### src/rtl/bidir_irq_regs.sv
module bidir_irq_regs #(
  parameter int              NSRC    = 8,
  parameter int              ADDR_W  = 12,
  parameter logic [11:0]     A_STAT  = 12'h058,
  parameter logic [11:0]     A_CLR   = 12'h0D4,
  parameter logic [11:0]     A_MASK  = 12'h0DC,
  parameter logic [11:0]     A_DOOR  = 12'h08D
) (
  input  logic              clk,
  input  logic              rst_n,
  input  logic              wr_en,
  input  logic [ADDR_W-1:0] wr_addr,
  input  logic              wr_word,
  input  logic [31:0]       wr_data,
  input  logic [ADDR_W-1:0] rd_addr,
  input  logic              rd_word,
  output logic [31:0]       rd_data,
  input  logic [NSRC-1:0]   src_set,
  output logic              host_irq_n,
  output logic [7:0]        slv_irq,
  input  logic [7:0]        slv_clr
);

  localparam int              LANE   = int'(A_DOOR[1:0]);
  localparam logic [ADDR_W-1:0] DOOR_B = ADDR_W'(A_DOOR);
  localparam logic [ADDR_W-1:0] DOOR_W = ADDR_W'({A_DOOR[11:2], 2'b00});
  localparam logic [ADDR_W-1:0] STAT_A = ADDR_W'(A_STAT);
  localparam logic [ADDR_W-1:0] CLR_A  = ADDR_W'(A_CLR);
  localparam logic [ADDR_W-1:0] MASK_A = ADDR_W'(A_MASK);

  logic [NSRC-1:0] stat_q, mask_q;
  logic [7:0]      door_q;

  wire clr_hit  = wr_en && (wr_addr == CLR_A);
  wire mask_hit = wr_en && (wr_addr == MASK_A);
  wire door_hit = wr_en && (wr_word ? (wr_addr == DOOR_W) : (wr_addr == DOOR_B));

  wire [NSRC-1:0] clr_bits  = clr_hit ? wr_data[NSRC-1:0] : '0;
  wire [7:0]      door_val  = wr_word ? wr_data[8*LANE +: 8] : wr_data[7:0];
  wire [7:0]      door_rise = door_hit ? (door_val & ~door_q) : 8'h00;

  always_ff @(posedge clk or negedge rst_n) begin
    if (!rst_n) begin
      stat_q  <= '0;
      mask_q  <= '1;
      door_q  <= 8'h00;
      slv_irq <= 8'h00;
    end else begin
      stat_q  <= (stat_q & ~clr_bits) | src_set;
      if (mask_hit) mask_q <= wr_data[NSRC-1:0];
      door_q  <= door_hit ? door_val : 8'h00;
      slv_irq <= (slv_irq & ~slv_clr) | door_rise;
    end
  end

  assign host_irq_n = ~|(stat_q & mask_q);

  always_comb begin
    rd_data = 32'h0;
    if (rd_addr == STAT_A)
      rd_data[NSRC-1:0] = stat_q;
    else if (rd_addr == MASK_A)
      rd_data[NSRC-1:0] = mask_q;
    else if (rd_word && rd_addr == DOOR_W)
      rd_data[8*LANE +: 8] = door_q;
    else if (!rd_word && rd_addr == DOOR_B)
      rd_data[7:0] = door_q;
  end

  AST_SET_STICKS: assert property (@(posedge clk) disable iff (!rst_n)
    (|src_set) |=> ((stat_q & $past(src_set)) == $past(src_set)));

  AST_SET_BEATS_CLEAR: assert property (@(posedge clk) disable iff (!rst_n)
    (clr_hit && |(src_set & wr_data[NSRC-1:0])) |=>
      ((stat_q & $past(src_set & wr_data[NSRC-1:0])) == $past(src_set & wr_data[NSRC-1:0])));

  AST_ZERO_CLEAR_KEEPS: assert property (@(posedge clk) disable iff (!rst_n)
    clr_hit |=> ((stat_q & $past(stat_q & ~wr_data[NSRC-1:0])) == $past(stat_q & ~wr_data[NSRC-1:0])));

  AST_MASK_HOLDS: assert property (@(posedge clk) disable iff (!rst_n)
    !mask_hit |=> $stable(mask_q));

  AST_LINE_RELEASE: assert property (@(posedge clk) disable iff (!rst_n)
    (clr_hit && ((stat_q & ~wr_data[NSRC-1:0]) == '0) && (src_set == '0) && !mask_hit) |=> host_irq_n);

  AST_DOOR_SELF_CLEAR: assert property (@(posedge clk) disable iff (!rst_n)
    !door_hit |=> (door_q == 8'h00));

  AST_RISE_REACHES_SLAVE: assert property (@(posedge clk) disable iff (!rst_n)
    door_hit |=> ((slv_irq & $past(door_val & ~door_q)) == $past(door_val & ~door_q)));

  AST_SLV_STICKY: assert property (@(posedge clk) disable iff (!rst_n)
    (slv_clr == 8'h00) |=> ((slv_irq & $past(slv_irq)) == $past(slv_irq)));

endmodule

### config.mk
export PLATFORM = sky130hd
export DESIGN_NAME = bidir_irq_regs
export DESIGN_NICKNAME = d
export VERILOG_FILES = /design/src/rtl/bidir_irq_regs.sv
export SDC_FILE = /design/constraint.sdc
export NUM_CORES = 1
export LEC_CHECK = 0
export ABC_AREA = 1
export BUFFER_PORTS_ARGS = -buffer_cell sky130_fd_sc_hd__buf_2
export CAP_MARGIN = 5
export CORE_ASPECT_RATIO = 2
export CORE_UTILIZATION = 40
export DETAILED_ROUTE_END_ITERATION = 12
export PLACE_DENSITY = 0.71
export REMOVE_ABC_BUFFERS = 1
export SKIP_CTS_REPAIR_TIMING = 1
export SYNTH_ARGS = -nofsm -noshare
export SYNTH_HDL_FRONTEND = slang
export SYNTH_SLANG_ARGS = --single-unit
### constraint.sdc
create_clock -name clk -period 1.2 [get_ports clk]
set_clock_uncertainty 0.05 [all_clocks]
set_input_delay 0.12 -clock clk [delete_from_list [all_inputs] [get_ports clk]]
set_output_delay 0.12 -clock clk [all_outputs]
set_load 0.01 [all_outputs]
==> run_results.csv <==
group,metric,value,unit
synthesis,synth_fa_ha_area_frac,0,
clock_network,cts_buffers,5,
global_routing,grt_pass1_vias,2157,
outcome,outcome,"finished with violations",
detailed_routing,dr.pass1.iters,4,
clock_network,insertion_delay,0.29,ns
clock_network,clock_sinks,32,
sta,period_needed,1.45,ns
detailed_routing,drt-vias-per-instance,4.80,
sta,period_share,1.21,
global_routing,overflow,0,
synthesis,synth_top_area_frac,0.286,
floorplanning,initial_core_util,0.413,
global_routing,grt_busiest_layer,"met2",
synthesis,synthXorXnorAreaFrac,0.00416,
floorplanning,ios,118,
critical_path,worst-path-buf-inv,1,
synthesis,synth-compound-area-share,0.0999,
job,timing.max_cap.violations,0,
placed_design,gp_congestion,0.831,
clock_network,htreeDepth,2,
synthesis,syn_area,0.00210,sq mm
floorplanning,die_width,53.3,um
critical_path,path_cells,"nand3_1 > nand2_1 > nor2_1 > nor2_1 > buf_2",
sta,grt_setup_unrepaired,"yes",
layout,final_cells,478,
global_routing,grt_max_degree,33,
sta,fin_tns_setup,-3.07,ns
clock_network,cts_tree,"yes",
placed_design,pre_cts_ws,-0.202,ns
layout,syn_to_final_growth,45.6,%
detailed_routing,routed_wl,5840,um
placed_design,place.port_buffers,85,
critical_path,critPathMaxStageDelay,0.55,ns
critical_path,startpoint,"mask_q[5]",
clock_network,clk_path_buf_depth,2,
floorplanning,die_h,105,um
critical_path,critPathMaxFanout,3,
floorplanning,rows,37,
synthesis,synth_area_per_cell,7.23,sq um
critical_path,cpMostUsedCell,"nor2_1",
critical_path,crit_path_end_kind,"primary output",
power_and_ir_drop,p_per_area,814,mW/mm^2
layout,nNetsFinal,496,
clock_network,cts.clk_slew.worst_paths,0.07,ns
critical_path,cpMaxStageDelayCell,"dfstp_2",
floorplanning,dieArea,0.00557,sq mm
clock_network,root_buffer,"clkbuf_8",
global_routing,grt_pass1_wl,9090,um
critical_path,reg2reg_from,"mask_q[2]",
critical_path,crit_family,"flip-flops",
layout,final_cell_mix,"buf_2, nor2_1, nand2_1, inv_1, dfrtp_1",
synthesis,ys.warnings.count,0,
sta,setup_slack,-0.252,ns
layout,fillers,481,
layout,layout_commonest_cell,"buf_2",
min_path,hp-start,"wr_data[3]",
layout,num_antenna_cells,0,
detailed_routing,vias,2293,
power_and_ir_drop,p_leak,1.59,nW
synthesis,syn_inst,291,
layout,drive_gt1_frac,0.383,
detailed_routing,ant_nets,0,
min_path,hp-class,"input port to flop",
global_routing,use_met3,0.0160,
placed_design,dp_cells,450,
detailed_routing,drt_iter0_drc,57,
synthesis,synth_top_cell_by_area,"dfrtp_1",
synthesis,synth_top_family_by_area,"simple AND/OR/NAND/NOR gates",
sta,max_freq,689,MHz
placed_design,hpwl,4650,um
sta,final-max-slew-violation-count,0,
critical_path,worstPathArrival,1.28,ns
floorplanning,core,0.00509,sq mm
synthesis,yosys.area_share.simple,0.372,
global_routing,antenna_found_initial,0,
detailed_routing,wl_per_cell,12.2,um
synthesis,ys_top_cells_by_area,"dfrtp_1, nor2_1, nand2_1",
critical_path,crit_required,1.03,ns
synthesis,muxShareOfSynthArea,0,
global_routing,grtUsageMet1,0.223,
synthesis,ys_ff_latch,32,
outcome,violations,"setup timing",
critical_path,crit_path_start_kind,"flop",
power_and_ir_drop,peakVddDrop,0.000655,V
synthesis,synth-seq-area-share,0.385,
sta,finalHoldViolCount,0,
synthesis,yosysUniqueCellTypes,29,
critical_path,timing_worst_setup_path_type,"flop to primary output",
sta,finalSetupViolCount,17,
sta,hold_slack,0.0148,ns
global_routing,use_met2,0.401,
global_routing,track_usage,0.222,
detailed_routing,drc_errors,0,
-- state kept, by name (all words and copies together) (netlist names) --
register	flops
slv_irq	8
mask_q	8
door_q	8
stat_q	8
-- through the flow --
| step | instance area (sq um) | utilization | total power, mW |
|---|---|---|---|
| global placement | 2730 | 0.535 | 1.40 |
| finish | 3060 | 0.601 | 2.49 |
| detailed placement | 2730 | 0.535 | 1.41 |
| CTS | 2840 | 0.558 | 2.48 |
| floorplan | 2010 | - | 1.22 |
| global route | 3060 | 0.601 | 2.58 |
-- routing by layer --
metal  vias up  wire, um  part of all wire
li1       1136         -                 -
met5         -         0                 0
met2        81      3340              0.57
met3        18       238             0.041
met1      1058      2010              0.34
met4         0       253             0.043
-- logic make-up (layout without fill, tap and decap cells) --
group	after synthesis	after routing
buffers and inverters	56	170
flip-flops	32	32
AND/OR/NAND/NOR	169	169
XOR/XNOR	1	1
other	1	16
AO/OA/AOI/OAI	32	32
-- cells in the mapped netlist --
| master | instances |
|---|---|
| a21o_1 | 8 |
| buf_2 | 1 |
| inv_2 | 3 |
| nor2_2 | 2 |
| xnor2_1 | 1 |
| nand3_4 | 1 |
| o21ai_0 | 8 |
| nor2_8 | 1 |
| nor3_4 | 1 |
| nand2_4 | 1 |
| nand3_2 | 2 |
| buf_6 | 1 |
| nor3_1 | 2 |
| o21ai_2 | 8 |
| nand2_1 | 58 |
| o21ai_1 | 8 |
| dfstp_2 | 8 |
| nand3_1 | 18 |
| nor2_4 | 1 |
| nand2_2 | 6 |
| nor2_1 | 67 |
| conb_1 | 1 |
| inv_1 | 33 |
| buf_4 | 18 |
| nor3_2 | 1 |
| dfrtp_1 | 24 |
| nand3b_1 | 1 |
| nand4_1 | 6 |
| nand4_2 | 1 |
-- path summary, 6_finish.rpt --
path / to / slack (ns) / cells after the start
max in group asynchronous: mask_q[5] / 0.44 / 3
min in group asynchronous: stat_q[3] / 0.32 / 3
setup reg to reg: mask_q[2] / 0.30 / 3
setup / recovery: rd_data[5] / -0.25 / 5
hold reg to reg: mask_q[5] / 0.44 / 2
hold / removal: mask_q[3] / 0.01 / 3
-- power by group --
part           total, mW  leakage, nW  internal (mW)  switching [mW]
combinational      0.352         1.16          0.162           0.189
sequential          1.08        0.376           1.08         0.00121
clock               1.06       0.0548          0.625           0.433
-- worst reg2reg max path: cells and delay by family, from the launching register on --
family                 cells  cell delay (ns)
AO/OA/AOI/OAI              1             0.05
buffers and inverters      1             0.12
flip-flops                 1             0.56
AND/OR/NAND/NOR            1             0.05
-- final cells by class --
type                            count  area, sq um  share of cell area
Inverter                           36          135              0.0441
Clock buffer                        5         68.8              0.0225
Timing Repair Buffer              126          838               0.274
Multi-Input combinational cell    218         1090               0.356
Sequential cell                    32          811               0.265
Tap cell                           58         72.6              0.0237
Clock inverter                      3         46.3              0.0151
No activity file was read; power rests on OpenSTA's default activity.
